==> config.mk <==
export PLATFORM = sky130hd
export DESIGN_NAME = prbs7_halfrate_gen
export DESIGN_NICKNAME = d
export VERILOG_FILES = /design/src/rtl/prbs7_pkg.sv /design/src/rtl/prbs7_lane_group.sv /design/src/rtl/prbs7_frame_detect.sv /design/src/rtl/prbs7_pair_core.sv /design/src/rtl/prbs7_halfrate_gen.sv
export SDC_FILE = /design/constraint.sdc
export NUM_CORES = 1
export LEC_CHECK = 0
export ABC_CLOCK_PERIOD_IN_PS = 1500
export BUFFER_PORTS_ARGS = -buffer_cell sky130_fd_sc_hd__buf_2
export CAP_MARGIN = 20
export CORE_AREA = 8 8 45 47
export CTS_CLUSTER_SIZE = 14
export DETAILED_ROUTE_END_ITERATION = 6
export DIE_AREA = 0 0 53 55
export GPL_TIMING_DRIVEN = 0
export PLACE_DENSITY = 0.67
export SLEW_MARGIN = 0
export SYNTH_ARGS = -nofsm -noshare
export SYNTH_HDL_FRONTEND = slang
export SYNTH_SLANG_ARGS = --single-unit
==> constraint.sdc <==
create_clock -name clk -period 1.5 [get_ports clk]
set_input_delay 0.3 -clock clk [delete_from_list [all_inputs] [get_ports clk]]
set_output_delay 0.3 -clock clk [all_outputs]
set_load 0.005 [all_outputs]
==> src/rtl/prbs7_pkg.sv <==
`timescale 1ns/1ps
package prbs7_pkg;

  // Gather every second bit of v, starting at bit index par, into a packed lane.
  function automatic logic [31:0] lane_pick(input logic [31:0] v, input int par, input int cnt);
    logic [31:0] r;
    r = '0;
    for (int k = 0; k < cnt; k++) begin
      r[k] = v[2*k + par];
    end
    return r;
  endfunction

  // State that one serial step turns into st, for x^len + x^tap + 1.
  function automatic logic [31:0] state_before(input logic [31:0] st, input int len, input int tap);
    logic [31:0] r;
    r = '0;
    for (int i = 0; i < len - 1; i++) begin
      r[i] = st[i + 1];
    end
    r[len - 1] = st[0] ^ st[tap];
    return r;
  endfunction

endpackage

==> src/rtl/prbs7_lane_group.sv <==
`timescale 1ns/1ps
module prbs7_lane_group #(
  parameter int                STAGES    = 4,
  parameter logic [STAGES-1:0] SEED_BITS = '1
) (
  input  logic              clk,
  input  logic              rst,
  input  logic              load,
  input  logic              adv,
  input  logic              din,
  output logic [STAGES-1:0] q
);

  generate
    if (STAGES == 1) begin : g_single
      always_ff @(posedge clk) begin
        if (rst)       q <= '0;
        else if (load) q <= SEED_BITS;
        else if (adv)  q <= din;
      end
    end else begin : g_chain
      always_ff @(posedge clk) begin
        if (rst)       q <= '0;
        else if (load) q <= SEED_BITS;
        else if (adv)  q <= {q[STAGES-2:0], din};
      end
    end
  endgenerate

endmodule

==> src/rtl/prbs7_frame_detect.sv <==
`timescale 1ns/1ps
module prbs7_frame_detect #(
  parameter int           LEN  = 7,
  parameter int           TAP  = 6,
  parameter logic [LEN-1:0] SEED = '1
) (
  input  logic [LEN-1:0] state,
  output logic [1:0]     mark
);
  import prbs7_pkg::*;

  localparam logic [31:0]    PRED_W = state_before(32'(SEED), LEN, TAP);
  localparam logic [LEN-1:0] PRED   = PRED_W[LEN-1:0];

  // Bit 1 of the next word starts a period when the state equals the seed;
  // bit 0 does when the state is one serial step before the seed.
  always_comb begin
    mark[1] = (state == SEED);
    mark[0] = (state == PRED);
  end

endmodule

==> src/rtl/prbs7_pair_core.sv <==
`timescale 1ns/1ps
module prbs7_pair_core #(
  parameter int             LEN  = 7,
  parameter int             TAP  = 6,
  parameter logic [LEN-1:0] SEED = '1
) (
  input  logic           clk,
  input  logic           rst,
  input  logic           load,
  input  logic           adv,
  output logic [LEN-1:0] state,
  output logic [1:0]     pair_next,
  output logic [1:0]     mark_next
);
  import prbs7_pkg::*;

  localparam int NEV = (LEN + 1) / 2;
  localparam int NOD = LEN / 2;
  localparam logic [31:0]    SEED_EV_W = lane_pick(32'(SEED), 0, NEV);
  localparam logic [31:0]    SEED_OD_W = lane_pick(32'(SEED), 1, NOD);
  localparam logic [NEV-1:0] SEED_EV   = SEED_EV_W[NEV-1:0];
  localparam logic [NOD-1:0] SEED_OD   = SEED_OD_W[NOD-1:0];

  logic [NEV-1:0] q_ev;
  logic [NOD-1:0] q_od;
  logic           fb_hi;
  logic           fb_lo;

  // Even-indexed stages.
  prbs7_lane_group #(.STAGES(NEV), .SEED_BITS(SEED_EV)) u_even (
    .clk (clk), .rst (rst), .load (load), .adv (adv), .din (fb_lo), .q (q_ev)
  );

  // Odd-indexed stages.
  prbs7_lane_group #(.STAGES(NOD), .SEED_BITS(SEED_OD)) u_odd (
    .clk (clk), .rst (rst), .load (load), .adv (adv), .din (fb_hi), .q (q_od)
  );

  genvar k;
  generate
    for (k = 0; k < NEV; k++) begin : g_ev
      assign state[2*k] = q_ev[k];
    end
    for (k = 0; k < NOD; k++) begin : g_od
      assign state[2*k+1] = q_od[k];
    end
  endgenerate

  // Two serial steps per edge: the earlier new bit lands at index 1 (odd lane),
  // the later one at index 0 (even lane). Each sum mixes both lanes.
  assign fb_hi     = state[LEN-1] ^ state[TAP-1];
  assign fb_lo     = state[LEN-2] ^ state[TAP-2];
  assign pair_next = {state[LEN-1], state[LEN-2]};

  prbs7_frame_detect #(.LEN(LEN), .TAP(TAP), .SEED(SEED)) u_mark (
    .state (state),
    .mark  (mark_next)
  );

endmodule

==> src/rtl/prbs7_halfrate_gen.sv <==
`timescale 1ns/1ps
module prbs7_halfrate_gen #(
  parameter int             LEN  = 7,
  parameter int             TAP  = 6,
  parameter logic [LEN-1:0] SEED = '1
) (
  input  logic       clk,
  input  logic       rst,
  input  logic       start,
  input  logic       en,
  output logic [1:0] pair_o,
  output logic       pair_vld_o,
  output logic [1:0] frame_o
);

  logic           running_q;
  logic           step;
  logic [LEN-1:0] core_state;
  logic [1:0]     pair_next;
  logic [1:0]     mark_next;

  assign step = running_q & en & ~start;

  always_ff @(posedge clk) begin
    if (rst)        running_q <= 1'b0;
    else if (start) running_q <= 1'b1;
  end

  prbs7_pair_core #(.LEN(LEN), .TAP(TAP), .SEED(SEED)) u_core (
    .clk       (clk),
    .rst       (rst),
    .load      (start),
    .adv       (step),
    .state     (core_state),
    .pair_next (pair_next),
    .mark_next (mark_next)
  );

  always_ff @(posedge clk) begin
    if (rst) begin
      pair_o     <= '0;
      pair_vld_o <= 1'b0;
      frame_o    <= '0;
    end else if (step) begin
      pair_o     <= pair_next;
      pair_vld_o <= 1'b1;
      frame_o    <= mark_next;
    end else begin
      pair_vld_o <= 1'b0;
      frame_o    <= '0;
    end
  end

endmodule

==> impl_metrics.env, run 1 <==
export IMPL_cts_tree="built"
export IMPL_cts_root_buf="clkbuf_4"
export IMPL_dr_pass1_iters=4
export IMPL_slew_headroom_pct=70.7
export IMPL_dieArea_mm2=0.00292
export IMPL_place_area_um2=606
export IMPL_grt_setup_unrepaired="no"
export IMPL_finalCritPeriodShare_pct=77.4
export IMPL_grt_max_degree=11
export IMPL_final_core_util_pct=45.7
export IMPL_postCtsResizedCells=0
export IMPL_critPathTopFamily="flip-flops"
export IMPL_yosys_warnings=0
export IMPL_fin_tns_setup_ns=0
export IMPL_areaGrowthSynthToFinish_pct=14.8
export IMPL_via_per_inst=5.30
export IMPL_final_hold_violation_count=0
export IMPL_cts_buffers=3
export IMPL_syn_area_per_cell_um2=10.4
export IMPL_worst_endpoint_arrival_ns=1.31
export IMPL_synthCells=53
export IMPL_mostFrequentLayoutCell="dfxtp_1"
export IMPL_ys_ff_latch=13
export IMPL_fin_skew_ns=0.00542
export IMPL_hold_ws_ns=0.320
export IMPL_fin_crit_ns=1.16
export IMPL_p_clk_share_pct=31.6
export IMPL_p_per_area_mw_per_mm2=1070
export IMPL_vdd_drop_max_v=0.000616
export IMPL_ant_nets=0
export IMPL_diodes=0
export IMPL_outcome="complete, no violations"
export IMPL_cp_start_kind="flip-flop"
export IMPL_drive_above_1_share_pct=26.6
export IMPL_post_dp_hpwl_um=750
export IMPL_crit_chain="ha_1 > nor4bb_1 > a211oi_1"
export IMPL_setup_viol=0
export IMPL_initial_core_util_pct=39.8
export IMPL_end_kind="flip-flop"
export IMPL_grt_pass1_vias=409
export IMPL_power_net_switching_uw=169
export IMPL_clock_latency_ns=0.27
export IMPL_antenna_found_initial=0
export IMPL_drt_iter0_drc=11
export IMPL_ys_types=20
export IMPL_io_buffers=7
export IMPL_cap_violations=0
export IMPL_wl_per_cell_um=13.3
export IMPL_fp_coreArea_mm2=0.00138
export IMPL_nets=70
export IMPL_grt_overflow_total=0
export IMPL_p_int_uw=508
export IMPL_swShare_pct=25.0
export IMPL_fp_row_count=14
export IMPL_clkSlewWorstSetupHoldPaths_ns=0.08
export IMPL_crit_buf_inv=0
export IMPL_p_comb_share_pct=11.9
export IMPL_dr_total_vias=424
export IMPL_design_area_um2=632
export IMPL_grt_pass1_wl_um=1840
export IMPL_critPathMaxStageDelay_ns=0.43
export IMPL_routed_wl_um=1060
export IMPL_fin_cells=80
export IMPL_cpMaxStageDelayCell="dfxtp_1"
export IMPL_synth_seq_area_share_pct=47.3
export IMPL_required_ns=1.65
export IMPL_hp_class="in -> reg"
export IMPL_slew_violations=0
export IMPL_htreeDepth=1
export IMPL_pwr_share_seq_pct=56.5
export IMPL_leakagePower_nw=0.259
export IMPL_gp_congestion=0.744
export IMPL_track_usage_pct=8.57
export IMPL_syn_area_um2=551
export IMPL_tightest_slew_ns=0.439
export IMPL_ctsHoldBuffers=0
export IMPL_die_y_um=55
export IMPL_max_freq_ghz=0.861
export IMPL_cts_buffer_depth=2
export IMPL_postCtsSetupBuffers=0
export IMPL_post_place_cells=76
export IMPL_synth_fp_nets=58
export IMPL_die_w_um=53
export IMPL_ios=9
export IMPL_final_cell_mix="dfxtp_1 (13), a211oi_1 (10), buf_2 (7)"
export IMPL_worstSetupPathType="reg -> reg"
export IMPL_route_detailed_drc=0
export IMPL_cp_max_fo=4
export IMPL_cts_sinks=13
area by class of cell:
type	instances	area (um2)
buffer	4	30.0
clock buffer	4	26.3
fill	139	752
inverter	3	11.3
multi-input combinational	33	249
sequential	13	260
tap	16	20.0
timing repair buffer	7	35.0
registers in the layout, indices dropped and copies added, names as in the netlist:
register and flops:
frame_o 2, pair_o 2, pair_vld_o 1, running_q 1, u_core.u_even.q 4, u_core.u_odd.q 3
final timing paths:
check | endpoint | slack (ns) | depth (start not counted) | from
worst max-delay path | u_core.u_even.q[0]$_SDFFE_PP0P_ | 0.34 | 3 | u_core.u_odd.q[2]$_SDFFE_PP0P_
worst min-delay path | pair_o[0]$_SDFFE_PP0P_ | 0.32 | 3 | rst
worst max register to register | u_core.u_even.q[0]$_SDFFE_PP0P_ | 0.34 | 3 | u_core.u_odd.q[2]$_SDFFE_PP0P_
worst min register to register | frame_o[1]$_SDFF_PP0_ | 0.47 | 2 | u_core.u_odd.q[0]$_SDFFE_PP0P_
Yosys cell counts, drive strengths merged:
cell	n	share of area [%]
nor2	6	4.1
nand4	1	1.1
a211oi	10	14
a221oi	1	2.7
xnor2	1	1.6
inv	3	2.0
nand4bb	1	3.0
nand2	1	0.68
ha	1	2.3
and3b	1	2.3
o22ai	1	1.1
nor4	2	2.3
nand2b	3	3.4
clkbuf	1	0.68
mux2i	1	1.8
buf	3	4.8
and2	1	1.6
dfxtp	13	47
nor4bb	2	3.6
routing by layer:
| layer | global-route usage, % | wire, um | share of wire, % | up-vias |
|---|---|---|---|---|
| li1 | - | - | - | 218 |
| met1 | 10.3 | 540 | 51 | 198 |
| met2 | 12.7 | 452 | 43 | 8 |
| met3 | 5.61 | 68 | 6.4 | 0 |
| met4 | 1.29 | 0 | 0 | 0 |
| met5 | 0 | 0 | 0 | - |
worst register-to-register path, stage by stage, from the launching register on:
cell      delay [ns]
dfxtp_1         0.43
ha_1            0.26
nor4bb_1        0.26
a211oi_1        0.08
per-stage QoR:
stage                     setup WS [ns]  total power [mW]
after floorplan                   0.467             0.449
after global placement            0.397             0.468
after detailed placement          0.370             0.470
after CTS                         0.360             0.686
after global routing              0.213             0.717
final                             0.339             0.676
power by group through the flow:
stage	Clock (mW)	Combinational, mW	Sequential (mW)
floorplan	0	0.0641	0.385
global placement	0	0.0797	0.389
detailed placement	0	0.0807	0.389
CTS	0.223	0.0810	0.381
global route	0.242	0.0908	0.384
finish	0.214	0.0808	0.382
cells by family (layout without fill, tap and decap cells):
group / after synthesis / count (layout) / synth area share [%]
buf+inv: 7 / 18 / 7.50
fa+ha+maj: 1 / 1 / 2.27
mux: 1 / 1 / 1.82
xor+xnor: 1 / 1 / 1.59
simple gates: 18 / 18 / 22.0
compound gates: 12 / 12 / 17.5
flops: 13 / 13 / 47.3
(Power assumes the default switching activity.)
==> run 2: changes to the inputs <==
- ABC_CLOCK_PERIOD_IN_PS: 1500 -> 1200
- clock period: 1.5 -> 1.2 ns (I/O delays scaled with it)
==> impl_metrics.env, run 2 (synthesis results as in run 1) <==
export IMPL_fin_tns_setup_ns=0
export IMPL_dr_pass1_iters=4
export IMPL_cap_violations=0
export IMPL_drive_above_1_share_pct=29.7
export IMPL_ios=9
export IMPL_grt_pass1_vias=409
export IMPL_hp_class="in -> reg"
export IMPL_final_hold_violation_count=0
export IMPL_slew_headroom_pct=70.6
export IMPL_nets=70
export IMPL_finalCritPeriodShare_pct=92.2
export IMPL_design_area_um2=639
export IMPL_final_cell_mix="dfxtp_1 (12), a211oi_1 (10), buf_2 (7)"
export IMPL_top_register="u_core.u_even.q"
export IMPL_initial_core_util_pct=39.8
export IMPL_dieArea_mm2=0.00292
export IMPL_routed_wl_um=1060
export IMPL_die_y_um=55
export IMPL_cts_sinks=13
export IMPL_grt_overflow_total=0
export IMPL_cts_buffers=3
export IMPL_end_kind="flip-flop"
export IMPL_dr_total_vias=427
export IMPL_largest_reg_flops=4
export IMPL_fp_coreArea_mm2=0.00138
export IMPL_route_detailed_drc=0
export IMPL_final_core_util_pct=46.2
export IMPL_top_regs="u_core.u_even.q x4, u_core.u_odd.q x3"
export IMPL_cts_tree="built"
export IMPL_fin_crit_ns=1.11
export IMPL_outcome="complete, no violations"
export IMPL_worstSetupPathType="reg -> reg"
export IMPL_fp_row_count=14
export IMPL_die_w_um=53
export IMPL_clock_latency_ns=0.27
export IMPL_track_usage_pct=8.57
export IMPL_clkSlewWorstSetupHoldPaths_ns=0.08
export IMPL_place_area_um2=606
export IMPL_max_freq_ghz=0.904
export IMPL_post_dp_hpwl_um=750
export IMPL_htreeDepth=1
export IMPL_cp_max_fo=4
export IMPL_critPathMaxStageDelay_ns=0.35
export IMPL_leakagePower_nw=0.259
export IMPL_setup_viol=0
export IMPL_vdd_drop_max_v=0.000765
export IMPL_multi_input_area_um2=255
export IMPL_fillers=139
export IMPL_cpMaxStageDelayCell="dfxtp_2"
export IMPL_via_per_inst=5.34
export IMPL_diodes=0
export IMPL_worst_endpoint_arrival_ns=1.25
export IMPL_io_buffers=7
export IMPL_mostFrequentLayoutCell="dfxtp_1"
export IMPL_grt_pass1_wl_um=1840
export IMPL_ctsHoldBuffers=0
export IMPL_cp_start_kind="flip-flop"
export IMPL_postCtsResizedCells=0
export IMPL_gp_congestion=0.744
export IMPL_wl_per_cell_um=13.3
export IMPL_register_area_um2=262
export IMPL_areaGrowthSynthToFinish_pct=16.1
export IMPL_crit_chain="ha_1 > nor4bb_2 > a211oi_1"
export IMPL_cts_root_buf="clkbuf_4"
export IMPL_grt_max_degree=11
export IMPL_drt_iter0_drc=4
export IMPL_slew_violations=0
export IMPL_fin_skew_ns=0.00460
export IMPL_grt_setup_unrepaired="no"
export IMPL_antenna_found_initial=0
export IMPL_postCtsSetupBuffers=0
export IMPL_tightest_slew_ns=0.441
export IMPL_cts_buffer_depth=2
export IMPL_ant_nets=0
export IMPL_p_per_area_mw_per_mm2=1330
export IMPL_required_ns=1.34
run 2: cell count changes in the layout (fill, tap and decap cells not counted):
cell	previous run	this run
dfxtp_1	13	12
dfxtp_2	0	1
nor4bb_1	2	1
nor4bb_2	0	1
run 2: worst max-delay path: cells and delay by family, from the launching register on:
kind            cells  cell delay (ns)
simple gates        1             0.26
fa+ha+maj           1             0.28
flops               1             0.35
compound gates      1             0.08
run 2: per-stage QoR:
stage	cells	setup WS, ns	hold WS, ns	power [mW]
6_report	80	0.0934	0.260	0.848
5_1_grt	80	0.0212	0.255	0.900
4_1_cts	80	0.0600	0.253	0.857
3_5_place_dp	76	0.0697	0.455	0.587
3_3_place_gp	76	0.101	0.449	0.586
2_1_floorplan	53	0.167	0.424	0.562
run 2: layout make-up:
type                            count  share of cell area [%]
Sequential cell                    13                    40.9
Multi-Input combinational cell     33                    39.9
Timing Repair Buffer                7                    5.48
Buffer                              4                    4.70
Clock buffer                        4                    4.11
Tap cell                           16                    3.13
Inverter                            3                    1.76
run 2: worst paths after layout:
kind | slack [ns] | cells after the start | endpoint | startpoint
worst max-delay path | 0.09 | 3 | u_core.u_even.q[0]$_SDFFE_PP0P_ | u_core.u_odd.q[2]$_SDFFE_PP0P_
worst max register to register | 0.09 | 3 | u_core.u_even.q[0]$_SDFFE_PP0P_ | u_core.u_odd.q[2]$_SDFFE_PP0P_
worst min register to register | 0.47 | 2 | frame_o[1]$_SDFF_PP0_ | u_core.u_odd.q[0]$_SDFFE_PP0P_
worst min-delay path | 0.26 | 3 | pair_o[0]$_SDFFE_PP0P_ | rst
run 2: per-layer routing:
layer	global-route usage (%)	vias up	share of wire [%]
met3	5.61	0	6.7
li1	-	216	-
met4	1.29	0	0
met1	10.3	201	50
met5	0	-	0
met2	12.7	10	43
run 2: power breakdown:
part | switching [mW] | total [mW] | internal [mW]
registers | 0.0210 | 0.478 | 0.457
logic | 0.0530 | 0.104 | 0.0511
clock network | 0.137 | 0.266 | 0.129
==> run 3: changes to the inputs <==
--- a/config.mk
+++ b/config.mk
@@ -14,4 +14,6 @@
 export DIE_AREA = 0 0 53 55
+export GPL_ROUTABILITY_DRIVEN = 0
 export GPL_TIMING_DRIVEN = 0
 export PLACE_DENSITY = 0.67
+export RECOVER_POWER = 100
 export SLEW_MARGIN = 0
--- a/constraint.sdc
+++ b/constraint.sdc
@@ -3,2 +3,2 @@
 set_output_delay 0.24 -clock clk [all_outputs]
-set_load 0.005 [all_outputs]
+set_load 0.02 [all_outputs]
==> impl_metrics.env, run 3 (synthesis results as in run 1) <==
export IMPL_outcome="complete, no violations"
export IMPL_cts_root_buf="clkbuf_4"
export IMPL_via_per_inst=5.28
export IMPL_die_w_um=53
export IMPL_top_register="u_core.u_even.q"
export IMPL_cts_sinks=13
export IMPL_clkSlewWorstSetupHoldPaths_ns=0.08
export IMPL_fin_crit_ns=1.11
export IMPL_finalCritPeriodShare_pct=92.3
export IMPL_grt_setup_unrepaired="no"
export IMPL_final_core_util_pct=45.1
export IMPL_routed_wl_um=1070
export IMPL_worst_endpoint_arrival_ns=1.26
export IMPL_cpMaxStageDelayCell="dfxtp_2"
export IMPL_fin_skew_ns=0.00456
export IMPL_cts_buffers=3
export IMPL_dr_pass1_iters=4
export IMPL_areaGrowthSynthToFinish_pct=13.4
export IMPL_clock_latency_ns=0.27
export IMPL_grt_pass1_vias=409
export IMPL_vdd_drop_max_v=0.000770
export IMPL_critPathMaxStageDelay_ns=0.35
export IMPL_grt_pass1_wl_um=1840
export IMPL_cp_start_kind="flip-flop"
export IMPL_slew_violations=0
export IMPL_leakagePower_nw=0.233
export IMPL_io_buffers=7
export IMPL_htreeDepth=1
export IMPL_cap_violations=0
export IMPL_fp_row_count=14
export IMPL_postCtsSetupBuffers=0
export IMPL_mostFrequentLayoutCell="dfxtp_1"
export IMPL_track_usage_pct=8.57
export IMPL_cts_tree="built"
export IMPL_required_ns=1.35
export IMPL_wl_per_cell_um=13.4
export IMPL_slew_headroom_pct=73.1
export IMPL_initial_core_util_pct=39.8
export IMPL_tightest_slew_ns=0.404
export IMPL_setup_viol=0
export IMPL_dr_total_vias=422
export IMPL_max_freq_ghz=0.903
export IMPL_ant_nets=0
export IMPL_hp_class="in -> reg"
export IMPL_worstSetupPathType="reg -> reg"
export IMPL_end_kind="flip-flop"
export IMPL_fp_coreArea_mm2=0.00138
export IMPL_grt_max_degree=11
export IMPL_fin_tns_setup_ns=0
export IMPL_crit_buf_inv=0
export IMPL_critPathTopFamily="flip-flops"
export IMPL_grt_overflow_total=0
export IMPL_rrSetupSlack_ns=0.09
export IMPL_route_detailed_drc=0
export IMPL_final_hold_violation_count=0
export IMPL_cp_max_fo=4
export IMPL_crit_chain="ha_1 > nor4bb_2 > a211oi_1"
export IMPL_antenna_found_initial=0
export IMPL_nets=70
export IMPL_final_cell_mix="dfxtp_1 (12), a211oi_1 (10), clkbuf_1 (7)"
export IMPL_diodes=0
export IMPL_cts_buffer_depth=2
export IMPL_drt_iter0_drc=4
export IMPL_drive_above_1_share_pct=18.8
export IMPL_dieArea_mm2=0.00292
export IMPL_largest_reg_flops=4
export IMPL_post_dp_hpwl_um=750
export IMPL_die_y_um=55
export IMPL_p_per_area_mw_per_mm2=1360
export IMPL_ios=9
export IMPL_top_regs="u_core.u_even.q x4, u_core.u_odd.q x3"
-- run 3: cell count changes in the layout (fill, tap and decap cells not counted), sizes merged --
| cell | previous run | this run |
|---|---|---|
| buf | 10 | 5 |
| clkbuf | 5 | 10 |
-- run 3: cell type report --
type,count,area (um2)
inverter,3,11.3
fill,144,759
sequential,13,262
timing repair buffer,7,28.8
buffer,4,30.0
multi-input combinational,33,246
clock buffer,4,26.3
tap,16,20.0
-- run 3: layer usage --
metal  share of wire (%)  up-vias  global-route usage [%]
li1                    -      215                       -
met1                  51      195                    10.3
met2                  42       12                    12.7
met3                 6.2        0                    5.61
met4                   0        0                    1.29
met5                   0        -                       0
-- run 3: tightest hold or removal path, stage by stage --
cell and delay (ns):
buf_2 0.09, nand2b_1 0.09, mux2i_1 0.06
-- run 3: repair_timing --
action | CTS | global route
endpoints found under the setup margin | 0 | 1
gates resized for setup | 0 | 2
hold buffers | 0 | 0
-- run 3: worst paths after layout --
path / to / startpoint / cells after the start
hold reg to reg: frame_o[1]$_SDFF_PP0_ / u_core.u_odd.q[0]$_SDFFE_PP0P_ / 2
setup / recovery: u_core.u_even.q[0]$_SDFFE_PP0P_ / u_core.u_odd.q[2]$_SDFFE_PP0P_ / 3
setup reg to reg: u_core.u_even.q[0]$_SDFFE_PP0P_ / u_core.u_odd.q[2]$_SDFFE_PP0P_ / 3
hold / removal: pair_o[0]$_SDFFE_PP0P_ / rst / 3
-- run 3: power breakdown --
group	total, mW	internal [mW]	switching [mW]
combinational	0.101	0.0476	0.0534
clock	0.268	0.129	0.139
sequential	0.479	0.457	0.0214
total	0.848	0.634	0.214
-- run 3: per-stage QoR --
stage	std cells	hold WS [ns]	total power, mW	setup slack [ns]	instance area [um2]
2_1_floorplan	53	0.424	0.564	0.167	551
3_3_place_gp	76	0.449	0.588	0.101	606
3_5_place_dp	76	0.455	0.590	0.0697	606
4_1_cts	80	0.253	0.860	0.0600	632
5_1_grt	80	0.255	0.896	0.0229	624
6_report	80	0.259	0.848	0.0924	624
